### config.mk
export PLATFORM = sky130hd
export DESIGN_NAME = refresh_timer
export DESIGN_NICKNAME = d
export VERILOG_FILES = /design/src/rtl/rft_pkg.sv /design/src/rtl/rft_prescaler.sv /design/src/rtl/rft_counter.sv /design/src/rtl/rft_reqctl.sv /design/src/rtl/refresh_timer.sv
export SDC_FILE = /design/constraint.sdc
export NUM_CORES = 1
export LEC_CHECK = 0
export BUFFER_PORTS_ARGS = -buffer_cell sky130_fd_sc_hd__buf_2
export CORE_MARGIN = 1
export CORE_UTILIZATION = 45
export DETAILED_ROUTE_END_ITERATION = 8
export PLACE_DENSITY = 0.69
export SETUP_SLACK_MARGIN = 0.2
export SKIP_CTS_REPAIR_TIMING = 1
export SLEW_MARGIN = 10
export SYNTH_ARGS = -nofsm -noshare
export SYNTH_HDL_FRONTEND = slang
export SYNTH_SLANG_ARGS = --single-unit
### constraint.sdc
create_clock -name clk -period 2.41 [get_ports clk]
set_clock_uncertainty 0.05 [all_clocks]
set_input_delay 0.723 -clock clk [delete_from_list [all_inputs] [get_ports clk]]
set_output_delay 0.723 -clock clk [all_outputs]
set_load 0.03 [all_outputs]
### src/rtl/rft_pkg.sv
package rft_pkg;
  localparam int unsigned SEL_W = 3;
  localparam int unsigned PRE_W = 12;

  // Prescaler exponent for each clock-select code; 0 means stopped.
  function automatic int unsigned div_exp(input logic [SEL_W-1:0] s);
    case (s)
      3'd1: div_exp = 2;
      3'd2: div_exp = 4;
      3'd3: div_exp = 6;
      3'd4: div_exp = 8;
      3'd5: div_exp = 10;
      3'd6: div_exp = 11;
      3'd7: div_exp = 12;
      default: div_exp = 0;
    endcase
  endfunction
endpackage

### src/rtl/rft_prescaler.sv
module rft_prescaler
  import rft_pkg::*;
#(
  parameter int unsigned DIV_W = PRE_W
) (
  input  logic             clk,
  input  logic             rst,
  input  logic             load,
  input  logic [SEL_W-1:0] sel,
  output logic             tick
);
  logic [DIV_W-1:0] div_q;
  logic [SEL_W-1:0] sel_q;
  logic [DIV_W-1:0] mask;
  logic             restart;

  assign restart = load || (sel != sel_q);

  always_comb begin
    mask = '0;
    for (int i = 0; i < int'(DIV_W); i++) begin
      if (i < int'(div_exp(sel))) mask[i] = 1'b1;
    end
  end

  assign tick = (sel != '0) && !restart && ((div_q & mask) == mask);

  always_ff @(posedge clk) begin
    if (rst) begin
      div_q <= '0;
      sel_q <= '0;
    end else begin
      sel_q <= sel;
      div_q <= restart ? '0 : div_q + 1'b1;
    end
  end
endmodule

### src/rtl/rft_counter.sv
module rft_counter #(
  parameter int unsigned CNT_W = 8
) (
  input  logic             clk,
  input  logic             rst,
  input  logic             wr,
  input  logic [CNT_W-1:0] wdata,
  input  logic [CNT_W-1:0] cmp,
  input  logic             tick,
  output logic [CNT_W-1:0] count,
  output logic             hit
);
  assign hit = tick && !wr && (count == cmp);

  always_ff @(posedge clk) begin
    if (rst)       count <= '0;
    else if (wr)   count <= wdata;
    else if (hit)  count <= '0;
    else if (tick) count <= count + 1'b1;
  end
endmodule

### src/rtl/rft_reqctl.sv
module rft_reqctl (
  input  logic clk,
  input  logic rst,
  input  logic hit,
  input  logic en,
  input  logic self_mode,
  input  logic ack,
  input  logic flag_clr,
  output logic strobe,
  output logic pend,
  output logic ovf,
  output logic flag,
  output logic self_req
);
  logic cbr_hit;
  assign cbr_hit = hit && en && !self_mode;

  always_ff @(posedge clk) begin
    if (rst) begin
      strobe   <= 1'b0;
      pend     <= 1'b0;
      ovf      <= 1'b0;
      flag     <= 1'b0;
      self_req <= 1'b0;
    end else begin
      strobe   <= cbr_hit;
      self_req <= en && self_mode;
      if (cbr_hit)  pend <= 1'b1;
      else if (ack) pend <= 1'b0;
      if (cbr_hit && pend && !ack) ovf <= 1'b1;
      else if (flag_clr)           ovf <= 1'b0;
      if (hit)           flag <= 1'b1;
      else if (flag_clr) flag <= 1'b0;
    end
  end
endmodule

### src/rtl/refresh_timer.sv
module refresh_timer
  import rft_pkg::*;
#(
  parameter int unsigned CNT_W = 8
) (
  input  logic             clk,
  input  logic             rst,
  input  logic             rfsh_en,
  input  logic             self_mode,
  input  logic [SEL_W-1:0] clk_sel,
  input  logic             cnt_wr,
  input  logic [CNT_W-1:0] cnt_wdata,
  input  logic [CNT_W-1:0] cmp_val,
  input  logic             flag_clr,
  input  logic             ack,
  output logic [CNT_W-1:0] count,
  output logic             cbr_strobe,
  output logic             cbr_pend,
  output logic             ovf_err,
  output logic             match_flag,
  output logic             self_req
);
  logic tick;
  logic hit;

  rft_prescaler #(.DIV_W(PRE_W)) u_pre (
    .clk(clk), .rst(rst), .load(cnt_wr), .sel(clk_sel), .tick(tick)
  );

  rft_counter #(.CNT_W(CNT_W)) u_cnt (
    .clk(clk), .rst(rst), .wr(cnt_wr), .wdata(cnt_wdata), .cmp(cmp_val),
    .tick(tick), .count(count), .hit(hit)
  );

  rft_reqctl u_req (
    .clk(clk), .rst(rst), .hit(hit), .en(rfsh_en), .self_mode(self_mode),
    .ack(ack), .flag_clr(flag_clr), .strobe(cbr_strobe), .pend(cbr_pend),
    .ovf(ovf_err), .flag(match_flag), .self_req(self_req)
  );
endmodule

# Word-level counts from Yosys, hierarchy flattened
# Cells that the tools add are included.
# word_totals
wordCells	74
register_bits	28
output_inout_bits	13
in_bits	26
# classes
reduce_logical	20
n_mux	21
n_eq_ne	10
add_sub_neg	2
bitwise_logic	1
order_cmp	12
# ops
op	count
$pmux 4 s7	1
$mux 8	3
$mux 1	17
$lt 3x4->1 const A	4
$lt 4x4->1 const A	4
$add 12x1->12 const B	1
$and 12x12->12	1
$eq 12x12->1	1
$eq 3x3->1 const B	4
$logic_and 1x1->1	9
$add 8x1->8 const B	1
$eq 8x8->1	1
$lt 1x4->1 const A	2
$lt 2x4->1 const A	2
$eq 3x2->1 const B	2
$reduce_bool 2->1	3
$reduce_bool 3->1	2
$logic_not 1->1	4
$eq 3x1->1 const B	1
$ne 3x3->1	1
$reduce_or 2->1	1
$logic_or 1x1->1	1

# Depth between registers and ports, before layout
# logic_depth
depth_word	14
ltp_mapped	6

# Hierarchy
# From an unflattened synthesis, not the netlist that was laid out.
# unflattened
hier_cells	158
hier_area_um2	1412.6
# modules_own_cells
mod	cells_per_inst	seq_area_each_um2	n_inst	area_per_inst_um2
rft_prescaler	78	300.3	1	686.9
rft_counter	66	160.2	1	558.0
rft_reqctl	14	100.1	1	167.7

# Worst setup path after synthesis
# Ideal clock, no wire load.
# synth_path
path_type	input-to-reg
startpoint	input clk_sel[1]
endpoint	register u_cnt.count[6]
arrival_ns	1.838
setup_slack_ns	0.400
required_ns	2.238
setup_ns	0.122
n_path_buf	1
stages	5
path_cell_list	o21a_1 -> o31ai_2 -> clkbuf_4 -> nand3_2 -> a311o_1
# synth_via
elab_chain_cells	11
# synth_rtl
item	line	rtl
start, declared	refresh_timer.sv:10	input logic [SEL_W-1:0] clk_sel,
$eq 3x3->1 (tied with other cells)	rft_pkg.sv:7	case (s)
$pmux 4 s7	rft_pkg.sv:7	
$lt 1x4->1 (tied with other cells)	rft_prescaler.sv:22	if (i < int'(div_exp(sel))) mask[i] = 1'b1;
$mux 1	rft_prescaler.sv:22	
$and 12x12->12	rft_prescaler.sv:26	assign tick = (sel != '0) && !restart && ((div_q & mask) == mask);
$eq 12x12->1	rft_prescaler.sv:26	
$logic_and 1x1->1 (*)	rft_prescaler.sv:26	
$logic_and 1x1->1 (2 in a row)	rft_counter.sv:13	assign hit = tick && !wr && (count == cmp);
$mux 8	rft_counter.sv:18	else if (hit) count <= '0;
$mux 8	rft_counter.sv:17	else if (wr) count <= wdata;
end signal, assigned	rft_counter.sv:17	
end signal, assigned	rft_counter.sv:19	else if (tick) count <= count + 1'b1;
end, declared	rft_counter.sv:10	output logic [CNT_W-1:0] count,
# Every way passes the cells marked *; elsewhere a longest branch is shown, timed or not.
# A chain may end at the register's enable or synchronous reset.

# Worst setup path in the final report
# layout_path
startpoint	input clk_sel[2]
endpoint	register u_cnt.count[1]
# The elaborated chain is that of the path after synthesis.

==> summary.md <==
| Metric | Value |
|---|---|
| Sw Ratio | 0.276 |
| Post-Syn Nets | 207 |
| CP max stage delay | 480 ps |
| CP Cell Sequence | buf_2 > xnor2_1 > nand3_1 > or3_1 > nor3_2 > a221o_1 |
| GPL Wtd Cong | 0.925 |
| EDFF count, synth | 0 |
| CORE AREA | 3340 sq um |
| Vias per Instance | 5.48 |
| Area of the multi-input gates | 961 sq um |
| Mapped Area | 1560 sq um |
| Largest net degree at the start of global routing | 16 |
| Min-delay worst type | register to register |
| Setup_tns | 0 ps |
| Fin area | 1850 sq um |
| Fmax | 521 MHz |
| Chip width | 60.9 um |
| Num CTS Buffers | 3 |
| CP Data Required Time | 2640 ps |
| Buf/Inv on CP | 1 |
| Vias in the first global route | 1,259 |
| Post-DP HPWL | 2560 um |
| Nature of the critical path startpoint | primary input |
| Average wire per standard cell | 12.7 um |
| # port buffers | 38 |
| Delay-heaviest family, CP | simple AND/OR/NAND/NOR gates |
| Most frequent cells in the layout | buf_2, dfxtp_1, nor2_1 |
| Mean Syn Cell Area | 8.73 sq um |
| Total number of vias | 1,457 |
| Layout fillers | 323 |
| CTS HTree Levels | 1 |
| Seq/Total Area, Yosys | 0.359 |
| Placed Area | 1810 sq um |
| WP data arrival | 2150 ps |
| Synth Register Bits | 28 |
| Combinational share of power | 0.173 |
| Psw | 0.000241 W |
| Layout cells sized above 1 | 0.259 |
| Layout Utilization | 0.553 |
| Register area | 561 sq um |
| Unrepaired setup endpoints after global routing | false |
| # rows | 21 |
| Period utilization | 0.797 |
| Final hold slack | 421 ps |
| Max stage delay cell, worst path | or3_1 |
| Gate Count Post-Synth | 179 |
| CTS tree | yes |
| CP endpoint kind | register |
| Ys async rst share | 0 |
| I/O Pins | 39 |
| DR iter-0 viols | 81 |
| Count of cell types in the netlist | 43 |
| First-pass GRT wire length | 5200 um |
| VDD IR max | 0.408 mV |
| Diode count | 0 |
| Worst slew margin | 0.630 |
| Final hold vios | 0 |
| Most common cell after layout, fill and taps aside | buf_2 |
| Slew @ Worst Pin | 554 ps |
| DIE HEIGHT | 60.9 um |
| YS warnings | 0 |
| Flop pwr share | 0.571 |
| Setup violators final | 0 |
| CTS sink count | 28 |
| Clock root cell | clkbuf_4 |
| Clock power share | 0.257 |
| Area grow syn2layout | 18.2% |
| Initial antenna violation count | 0 |
| CP max FO | 7 |
| Residual DRC | 0 |
| Int Power | 0.000633 W |
| Final net count | 249 |
| Max cap viols | 0 |
| Pwr Density | 474 nW/um^2 |
| Final Max Tran Viols | 0 |
| Die area | 3710 sq um |
| Grt ovf | 0 |
| Clock Latency Late Sink | 320 ps |
| Detail Route Antenna Nets | 0 |
| Clock buffer depth | 2 |
| Gr usage total | 0.186 |
| Leakage power | 0.691 nW |
| Total Wirelength | 3390 um |
| Initial core utilization | 0.468 |
| DRT Pass-1 Iters | 4 |
| Worst-path clk slew | 150 ps |
| WS Path Type | primary input to register |
| Fin crit period | 1920 ps |
| Synth Flop Type | dfxtp_1 |
| Status | finished, final reports clean |
-- worst reg2reg max path: cells and delay by family (launching register included) --
family                    cells  cell delay [ps]
and+or+nand+nor               3              780
DFF                           1              510
xor gates and xnor gates      1              180
AOI/OAI and AO/OA             1              310
-- state kept, by name (all words and copies together) (netlist names) --
register / count
u_cnt.count: 8
u_pre.div_q: 12
u_pre.sel_q: 3
u_req.flag: 1
u_req.ovf: 1
u_req.pend: 1
u_req.self_req: 1
u_req.strobe: 1
-- path summary, 6_finish.rpt --
| check | start | end | slack, ps | cells past startpoint |
|---|---|---|---|---|
| setup / recovery | clk_sel[2] | u_cnt.count[1] | 490 | 6 |
| hold / removal | u_req.ovf | u_req.ovf | 420 | 2 |
| setup reg to reg | u_cnt.count[3] | u_cnt.count[5] | 500 | 5 |
| hold reg to reg | u_req.ovf | u_req.ovf | 420 | 2 |
-- cell families after synthesis --
group,count (synthesis),synth area share
AOI/OAI and AO/OA,34,0.159
xor gates and xnor gates,19,0.106
adders and majority gates,2,0.0160
buffers and inverters,8,0.0264
DFF,28,0.359
and+or+nand+nor,88,0.333
-- power groups by stage --
stage	Combinational, W	Sequential, W	Clock [W]
final	0.000151	0.000499	0.000225
after global routing	0.000165	0.000502	0.000257
after global placement	0.000151	0.000510	0
after detailed placement	0.000150	0.000509	0
after floorplan	0.0000742	0.000528	0
after CTS	0.000151	0.000499	0.000239
-- per-layer routing --
layer	part of all wire	up-vias	routed length [um]	GRT usage
li1	-	748	-	-
met1	0.47	668	1580	0.231
met2	0.48	39	1630	0.320
met3	0.046	2	157	0.0426
met4	0.0053	0	18	0.0584
met5	0	-	0	0
-- cell type report --
class,instances,area share
multi-input cells,143,0.520
flip-flops and latches,28,0.304
repair buffers,42,0.119
well taps,46,0.0312
clock buffers,4,0.0196
inverters,3,0.00610
-- metrics by stage --
| stage | total power [W] | worst slack (ps) | instances |
|---|---|---|---|
| 2_1_floorplan | 0.000603 | 400 | 179 |
| 3_3_place_gp | 0.000660 | 153 | 262 |
| 3_5_place_dp | 0.000660 | 141 | 262 |
| 4_1_cts | 0.000889 | 493 | 266 |
| 5_1_grt | 0.000924 | 391 | 266 |
| 6_report | 0.000875 | 489 | 266 |
-- cell usage after synthesis (all sizes together), types with 3 or more instances --
cell type	instances	share of area
a21oi	8	0.026
and2	5	0.020
and3	3	0.012
and4	6	0.034
clkbuf	4	0.012
dfxtp	28	0.36
inv	3	0.0072
nand2	12	0.029
nand3	9	0.032
nand4	12	0.048
nor2	17	0.041
nor2b	7	0.028
nor3	6	0.036
o211ai	7	0.034
o21ai	5	0.016
or3	4	0.019
xnor2	12	0.067
xor2	7	0.039
No activity file was read; power rests on OpenSTA's default activity.
